**src/rtl/pgwalk_pkg.sv**
```systemverilog
package pgwalk_pkg;
  localparam int VA_W      = 32;
  localparam int OFF_W     = 12;
  localparam int IDX_W     = 10;
  localparam int PTE_BYTES = 4;
  localparam int PTE_SH    = $clog2(PTE_BYTES);
  localparam int FRAME_W   = VA_W - OFF_W;

  typedef enum logic [1:0] {
    FLT_LEN   = 2'd0,
    FLT_OUTER = 2'd1,
    FLT_INNER = 2'd2,
    FLT_WPROT = 2'd3
  } fault_e;

  // strobes from control to datapath
  typedef struct packed {
    logic   capture;
    logic   takeOuter;
    logic   takeInner;
    logic   innerPhase;
    logic   setFault;
    fault_e code;
  } ctl_t;

  // status from datapath to control
  typedef struct packed {
    logic lenBad;
    logic pteValid;
    logic pteWritable;
    logic isWrite;
  } sts_t;
endpackage

```
**src/rtl/pgwalk_ctrl.sv**
```systemverilog
module pgwalk_ctrl
  import pgwalk_pkg::*;
(
  input  logic clk,
  input  logic rstN,
  input  logic reqValid,
  input  logic memRspValid,
  input  sts_t sts,
  output logic reqReady,
  output logic busy,
  output logic rspValid,
  output logic memRdEn,
  output ctl_t ctl
);
  typedef enum logic [2:0] {S_IDLE, S_RD1, S_WT1, S_RD2, S_WT2, S_RESP} st_e;
  st_e st, stNext;

  always_ff @(posedge clk or negedge rstN) begin
    if (!rstN) st <= S_IDLE;
    else       st <= stNext;
  end

  always_comb begin
    stNext = st;
    ctl    = '0;
    case (st)
      S_IDLE: if (reqValid) begin
        ctl.capture = 1'b1;
        if (sts.lenBad) begin
          ctl.setFault = 1'b1;
          ctl.code     = FLT_LEN;
          stNext       = S_RESP;
        end else begin
          stNext = S_RD1;
        end
      end
      S_RD1: stNext = S_WT1;
      S_WT1: if (memRspValid) begin
        if (!sts.pteValid) begin
          ctl.setFault = 1'b1;
          ctl.code     = FLT_OUTER;
          stNext       = S_RESP;
        end else begin
          ctl.takeOuter = 1'b1;
          stNext        = S_RD2;
        end
      end
      S_RD2: begin
        ctl.innerPhase = 1'b1;
        stNext         = S_WT2;
      end
      S_WT2: begin
        ctl.innerPhase = 1'b1;
        if (memRspValid) begin
          stNext = S_RESP;
          if (!sts.pteValid) begin
            ctl.setFault = 1'b1;
            ctl.code     = FLT_INNER;
          end else if (sts.isWrite && !sts.pteWritable) begin
            ctl.setFault = 1'b1;
            ctl.code     = FLT_WPROT;
          end else begin
            ctl.takeInner = 1'b1;
          end
        end
      end
      S_RESP:  stNext = S_IDLE;
      default: stNext = S_IDLE;
    endcase
  end

  assign reqReady = (st == S_IDLE);
  assign busy     = (st != S_IDLE);
  assign rspValid = (st == S_RESP);
  assign memRdEn  = (st == S_RD1) || (st == S_RD2);

  // each read strobe lasts one cycle
  a_r2_single_pulse: assert property (@(posedge clk) disable iff (!rstN)
    memRdEn |=> !memRdEn);
  // one response cycle, then idle
  a_r8_rsp_once: assert property (@(posedge clk) disable iff (!rstN)
    rspValid |=> (!rspValid && reqReady));
  // length fault answers at once, without a read
  a_r4_len_fast: assert property (@(posedge clk) disable iff (!rstN)
    (reqReady && reqValid && sts.lenBad) |=> (rspValid && !memRdEn));
  // invalid outer entry ends the walk
  a_r5_no_second: assert property (@(posedge clk) disable iff (!rstN)
    (st == S_WT1 && memRspValid && !sts.pteValid) |=> (rspValid && !memRdEn));
  // valid outer entry triggers the inner read next cycle
  a_r3_order: assert property (@(posedge clk) disable iff (!rstN)
    (st == S_WT1 && memRspValid && sts.pteValid) |=> memRdEn);
endmodule

```
**src/rtl/pgwalk_dp.sv**
```systemverilog
module pgwalk_dp
  import pgwalk_pkg::*;
(
  input  logic             clk,
  input  logic             rstN,
  input  logic [VA_W-1:0]  reqAddr,
  input  logic             reqWrite,
  input  logic [VA_W-1:0]  tableBase,
  input  logic [IDX_W-1:0] outerLimit,
  input  logic [VA_W-1:0]  memRspData,
  input  ctl_t             ctl,
  output sts_t             sts,
  output logic [VA_W-1:0]  memAddr,
  output logic [VA_W-1:0]  rspPhys,
  output logic             rspFault,
  output logic [1:0]       rspCode
);
  localparam int PAD_W = VA_W - IDX_W - PTE_SH;

  logic [VA_W-1:0]    vaQ, baseQ, physQ;
  logic [FRAME_W-1:0] innerBaseQ;
  logic               wrQ, faultQ;
  fault_e             codeQ;
  logic [IDX_W-1:0]   outerIdx, innerIdx;
  logic [VA_W-1:0]    outerOff, innerOff;
  logic               unusedResvBits;

  assign outerIdx = vaQ[VA_W-1 -: IDX_W];
  assign innerIdx = vaQ[OFF_W +: IDX_W];
  assign outerOff = {{PAD_W{1'b0}}, outerIdx, {PTE_SH{1'b0}}};
  assign innerOff = {{PAD_W{1'b0}}, innerIdx, {PTE_SH{1'b0}}};
  assign memAddr  = ctl.innerPhase ? ({innerBaseQ, {OFF_W{1'b0}}} + innerOff)
                                   : (baseQ + outerOff);

  assign sts.lenBad      = reqAddr[VA_W-1 -: IDX_W] > outerLimit;
  assign sts.pteValid    = memRspData[0];
  assign sts.pteWritable = memRspData[1];
  assign sts.isWrite     = wrQ;
  assign unusedResvBits  = ^memRspData[OFF_W-1:2];

  always_ff @(posedge clk or negedge rstN) begin
    if (!rstN) begin
      vaQ <= '0; baseQ <= '0; wrQ <= 1'b0; innerBaseQ <= '0;
      physQ <= '0; faultQ <= 1'b0; codeQ <= FLT_LEN;
    end else begin
      if (ctl.capture) begin
        vaQ    <= reqAddr;
        wrQ    <= reqWrite;
        baseQ  <= tableBase;
        faultQ <= 1'b0;
        physQ  <= '0;
      end
      if (ctl.takeOuter) innerBaseQ <= memRspData[VA_W-1:OFF_W];
      if (ctl.takeInner) physQ <= {memRspData[VA_W-1:OFF_W], vaQ[OFF_W-1:0]};
      if (ctl.setFault) begin
        faultQ <= 1'b1;
        codeQ  <= ctl.code;
        physQ  <= '0;
      end
    end
  end

  assign rspPhys  = physQ;
  assign rspFault = faultQ;
  assign rspCode  = codeQ;

  // translated page offset follows the logical offset
  a_r1_offset: assert property (@(posedge clk) disable iff (!rstN)
    ctl.takeInner |=> (rspPhys[OFF_W-1:0] == vaQ[OFF_W-1:0] && !rspFault));
  // a fault clears the physical address
  a_r10_fault_zero: assert property (@(posedge clk) disable iff (!rstN)
    ctl.setFault |=> (rspFault && rspPhys == '0));
endmodule

```
**src/rtl/pgwalk.sv**
```systemverilog
module pgwalk
  import pgwalk_pkg::*;
(
  input  logic             clk,
  input  logic             rstN,
  input  logic             reqValid,
  output logic             reqReady,
  input  logic [VA_W-1:0]  reqAddr,
  input  logic             reqWrite,
  input  logic [VA_W-1:0]  tableBase,
  input  logic [IDX_W-1:0] outerLimit,
  output logic             busy,
  output logic             memRdEn,
  output logic [VA_W-1:0]  memAddr,
  input  logic             memRspValid,
  input  logic [VA_W-1:0]  memRspData,
  output logic             rspValid,
  output logic [VA_W-1:0]  rspPhys,
  output logic             rspFault,
  output logic [1:0]       rspCode
);
  ctl_t ctl;
  sts_t sts;

  pgwalk_ctrl u_ctrl (
    .clk(clk), .rstN(rstN), .reqValid(reqValid), .memRspValid(memRspValid),
    .sts(sts), .reqReady(reqReady), .busy(busy), .rspValid(rspValid),
    .memRdEn(memRdEn), .ctl(ctl)
  );

  pgwalk_dp u_dp (
    .clk(clk), .rstN(rstN), .reqAddr(reqAddr), .reqWrite(reqWrite),
    .tableBase(tableBase), .outerLimit(outerLimit), .memRspData(memRspData),
    .ctl(ctl), .sts(sts), .memAddr(memAddr), .rspPhys(rspPhys),
    .rspFault(rspFault), .rspCode(rspCode)
  );

  // ready and busy are complementary whenever out of reset
  a_r8_ready_busy: assert property (@(posedge clk) disable iff (!rstN)
    reqReady != busy);
endmodule

```
**config.mk**
```make
export PLATFORM = sky130hd
export DESIGN_NAME = pgwalk
export DESIGN_NICKNAME = d
export VERILOG_FILES = /design/src/rtl/pgwalk_pkg.sv /design/src/rtl/pgwalk_ctrl.sv /design/src/rtl/pgwalk_dp.sv /design/src/rtl/pgwalk.sv
export SDC_FILE = /design/constraint.sdc
export NUM_CORES = 1
export LEC_CHECK = 0
export BUFFER_PORTS_ARGS = -buffer_cell sky130_fd_sc_hd__buf_4
export CORE_UTILIZATION = 50
export DETAILED_ROUTE_END_ITERATION = 16
export GPL_ROUTABILITY_DRIVEN = 1
export PLACE_DENSITY = 0.78
export SLEW_MARGIN = 20
export SYNTH_ARGS = -nofsm -noshare
export SYNTH_HDL_FRONTEND = slang
export SYNTH_SLANG_ARGS = --single-unit
```
**constraint.sdc**
```tcl
create_clock -name clk -period 3.12 [get_ports clk]
set_clock_uncertainty 0.1 [all_clocks]
set_input_delay 0.624 -clock clk [delete_from_list [all_inputs] [get_ports clk]]
set_output_delay 0.624 -clock clk [all_outputs]
set_load 0.05 [all_outputs]
```
==> reports/qor.yml <==
yosys:
  synth_seq_area_share_pct: 50.0
  ys_types: 51
  synthMostInstantiatedCell: "nand2_1"
  syn_nets: 798
  syn_inst: 666
  async_flop_share_pct: 100
  synth-seq-cells: 123
  synthTopCellsByArea: "dfrtp_1, nand2_1, a22o_1, ha_1, mux2_2"
  synth_top_area_share_pct: 50.0
  avgSynthCellArea_sq_um: 9.25
  synth_edf_count: 0
  netlist_area_sq_um: 6160
  yosysTopAreaCell: "dfrtp_1"
  synth-warning-count: 0
  synth_ff_type: "dfrtp_1"
  synth_commonest_cells: "nand2_1, dfrtp_1, a22o_1"
power:
  powerDensity_nw_per_um2: 1360
  p_leak_nw: 4.40
  pwr-share-seq_pct: 23.6
  p_int_mw: 6.18
  comb_power_share_pct: 60.1
  p_clk_share_pct: 16.3
  p_switching_mw: 5.83
  peakVddDrop_mv: 0.921
  switching_share_pct: 48.5
  p_total_mw: 12.0
routing:
  postRouteWirelength_mm: 16.5
  vias_per_cell: 5.54
  first_pass_iters: 6
  wl_per_cell_microns: 16.3
  drt-initial-drc-count: 238
  ant_nets: 0
  route.vias.total: 5597
  drcViolationCount: 0
final_layout:
  nNetsFinal: 983
  fill_cells: 835
  final_util_pct: 73.7
  multiInputGateArea_sq_um: 3290
  register_area_sq_um: 3080
  area_growth_pct: 43.7
  diodes: 0
  drive_above_1_share_pct: 36.5
setup_path:
  crit_required_ps: 2400
  cp_data_arrival_time_ps: 2760
  crit_path_max_incr_delay_ps: 530
  worstSetupStartpointType: "flop"
  crit_chain: "ha_4, a41oi_4, o221ai_2, a21oi_2, buf_12, or4_4, a31oi_4, buf_6"
  critPathSlowestCell: "or4_4"
  path_class: "flop to output port"
  crit_family: "compound AO/OA/AOI/OAI gates"
  worst-path-max-fanout: 17
  end_kind: "output port"
  critPathBufInv: 2
floorplan:
  die_w_microns: 113
  num_io_pins: 182
  rows: 40
  core_sq_um: 12000
  fp.dieH_microns: 113
  start_util_pct: 51.3
  die_area_sq_um: 12800
hold_path:
  hold_path.class: "input pin to flop"
clocking:
  htreeDepth: 4
  cts_root_buffer: "clkbuf_16"
  path_clk_slew_ps: 60
  clock_latency_ps: 420
  cts_tree: "done"
  numCtsBuffers: 17
  numClockSinks: 123
  cts.path.max_buffers: 2
timing:
  whs_ps: 288
  worst_slew_pin_slew_ps: 895
  relSlewSlack_pct: 40.3
  finalHoldViolCount: 0
  fin_crit_ps: 3480
  fmax_mhz: 287
  setup_violations: 23
  rsz0062_at_grt: "yes"
  tns_ps: -5450
  setup_ws_ps: -362
  drv_slew: 0
  fin_crit_sh_pct: 112
placement:
  place_congestion: 0.863
  dpl.hpwl_mm: 11.1
  io_buffers: 171
flow_run:
  drv_cap: 0
status:
  outcome: "complete, but fails checks"
  violations: "negative setup slack"
global_route:
  antenna_found_initial: 0
  grt_max_degree: 70
  track_usage_pct: 26.3
  grt_pass1_wl_mm: 26.2
  grt_pass1_vias: 5480
  grt-ovfl-total: 0
power groups by stage:
stage	registers, mW	clock network [mW]	logic, mW
5_1_grt	2.92	2.05	7.64
3_3_place_gp	2.75	0	6.41
2_1_floorplan	3.08	0	4.27
3_5_place_dp	2.79	0	6.52
4_1_cts	2.80	1.98	6.91
6_report	2.84	1.96	7.21
timing repair:
| action | in CTS | in global routing |
|---|---|---|
| cloned | 0 | 0 |
| hold buffers | 1 | 0 |
| endpoints found under the hold margin | 1 | 0 |
| endpoints found under the setup margin | 24 | 26 |
| buffers inserted | 3 | 7 |
| gates resized for setup | 46 | 19 |
| pin swaps | 4 | 14 |
worst register-to-register path: cells and delay by family (launching register included):
kind / cells / cell delay [ps]
AND/OR/NAND/NOR: 2 / 960
flip-flops: 1 / 460
AO/OA/AOI/OAI: 3 / 590
through the flow:
step / cell area (sq um) / worst slack [ps] / cells
3_3_place_gp: 7880 / -0.486 / 968
6_report: 8850 / -362 / 1010
4_1_cts: 8710 / -337 / 1003
5_1_grt: 8850 / -425 / 1010
2_1_floorplan: 6380 / -249 / 666
3_5_place_dp: 7880 / -14.1 / 968
path summary, 6_finish.rpt:
check / startpoint / to / slack, ps / cells past startpoint
max: u_dp.vaQ[29] / memAddr[28] / -360 / 8
min: reqAddr[8] / u_dp.vaQ[8] / 290 / 3
max reg2reg: u_ctrl.st[2] / u_dp.rspCode[0] / 900 / 5
min reg2reg: u_dp.baseQ[0] / u_dp.baseQ[0] / 370 / 2
max in group asynchronous: rstN / u_ctrl.st[0] / 1420 / 3
min in group asynchronous: rstN / u_dp.rspPhys[14] / 430 / 2
layout by cell type, fill, tap and decap left out, drive strengths merged, types with 20 or more instances in the layout:
| cell | netlist | final |
|---|---|---|
| nand2 | 216 | 216 |
| buf | 13 | 200 |
| dfrtp | 123 | 123 |
| a22o | 32 | 32 |
| nor2 | 28 | 28 |
| o21ai | 24 | 24 |
| inv | 21 | 21 |
| clkbuf | 22 | 21 |
| a31oi | 21 | 21 |
| mux2 | 20 | 20 |
| ha | 20 | 20 |
registers in the layout, indices dropped and copies added (netlist names):
signal           flops
u_dp.baseQ          32
u_dp.rspPhys        32
u_dp.vaQ            32
u_dp.innerBaseQ     20
u_ctrl.st            3
u_dp.rspCode         2
u_dp.rspFault        1
u_dp.wrQ             1
cell families after synthesis:
| group | Yosys count | synth area share (%) |
|---|---|---|
| multiplexers | 25 | 4.47 |
| AND/OR/NAND/NOR | 309 | 22.0 |
| buffers and inverters | 56 | 4.12 |
| XOR/XNOR | 8 | 1.14 |
| adder cells (fa/ha/maj) | 21 | 4.39 |
| flip-flops | 123 | 50.0 |
| AO/OA/AOI/OAI | 124 | 13.9 |
layout make-up:
cell class	count	share of cell area (%)
Inverter	21	0.890
Clock buffer	21	5.31
Tap cell	147	2.08
Clock inverter	10	1.33
Multi-Input combinational cell	487	37.2
Timing Repair Buffer	201	18.4
Sequential cell	123	34.8
layer usage:
layer	GRT usage (%)	part of all wire, %
met5	0	0
met2	44.7	50
met1	32.0	42
met4	10.4	2.4
met3	6.91	5.2
Power figures use the tool's default switching activity.
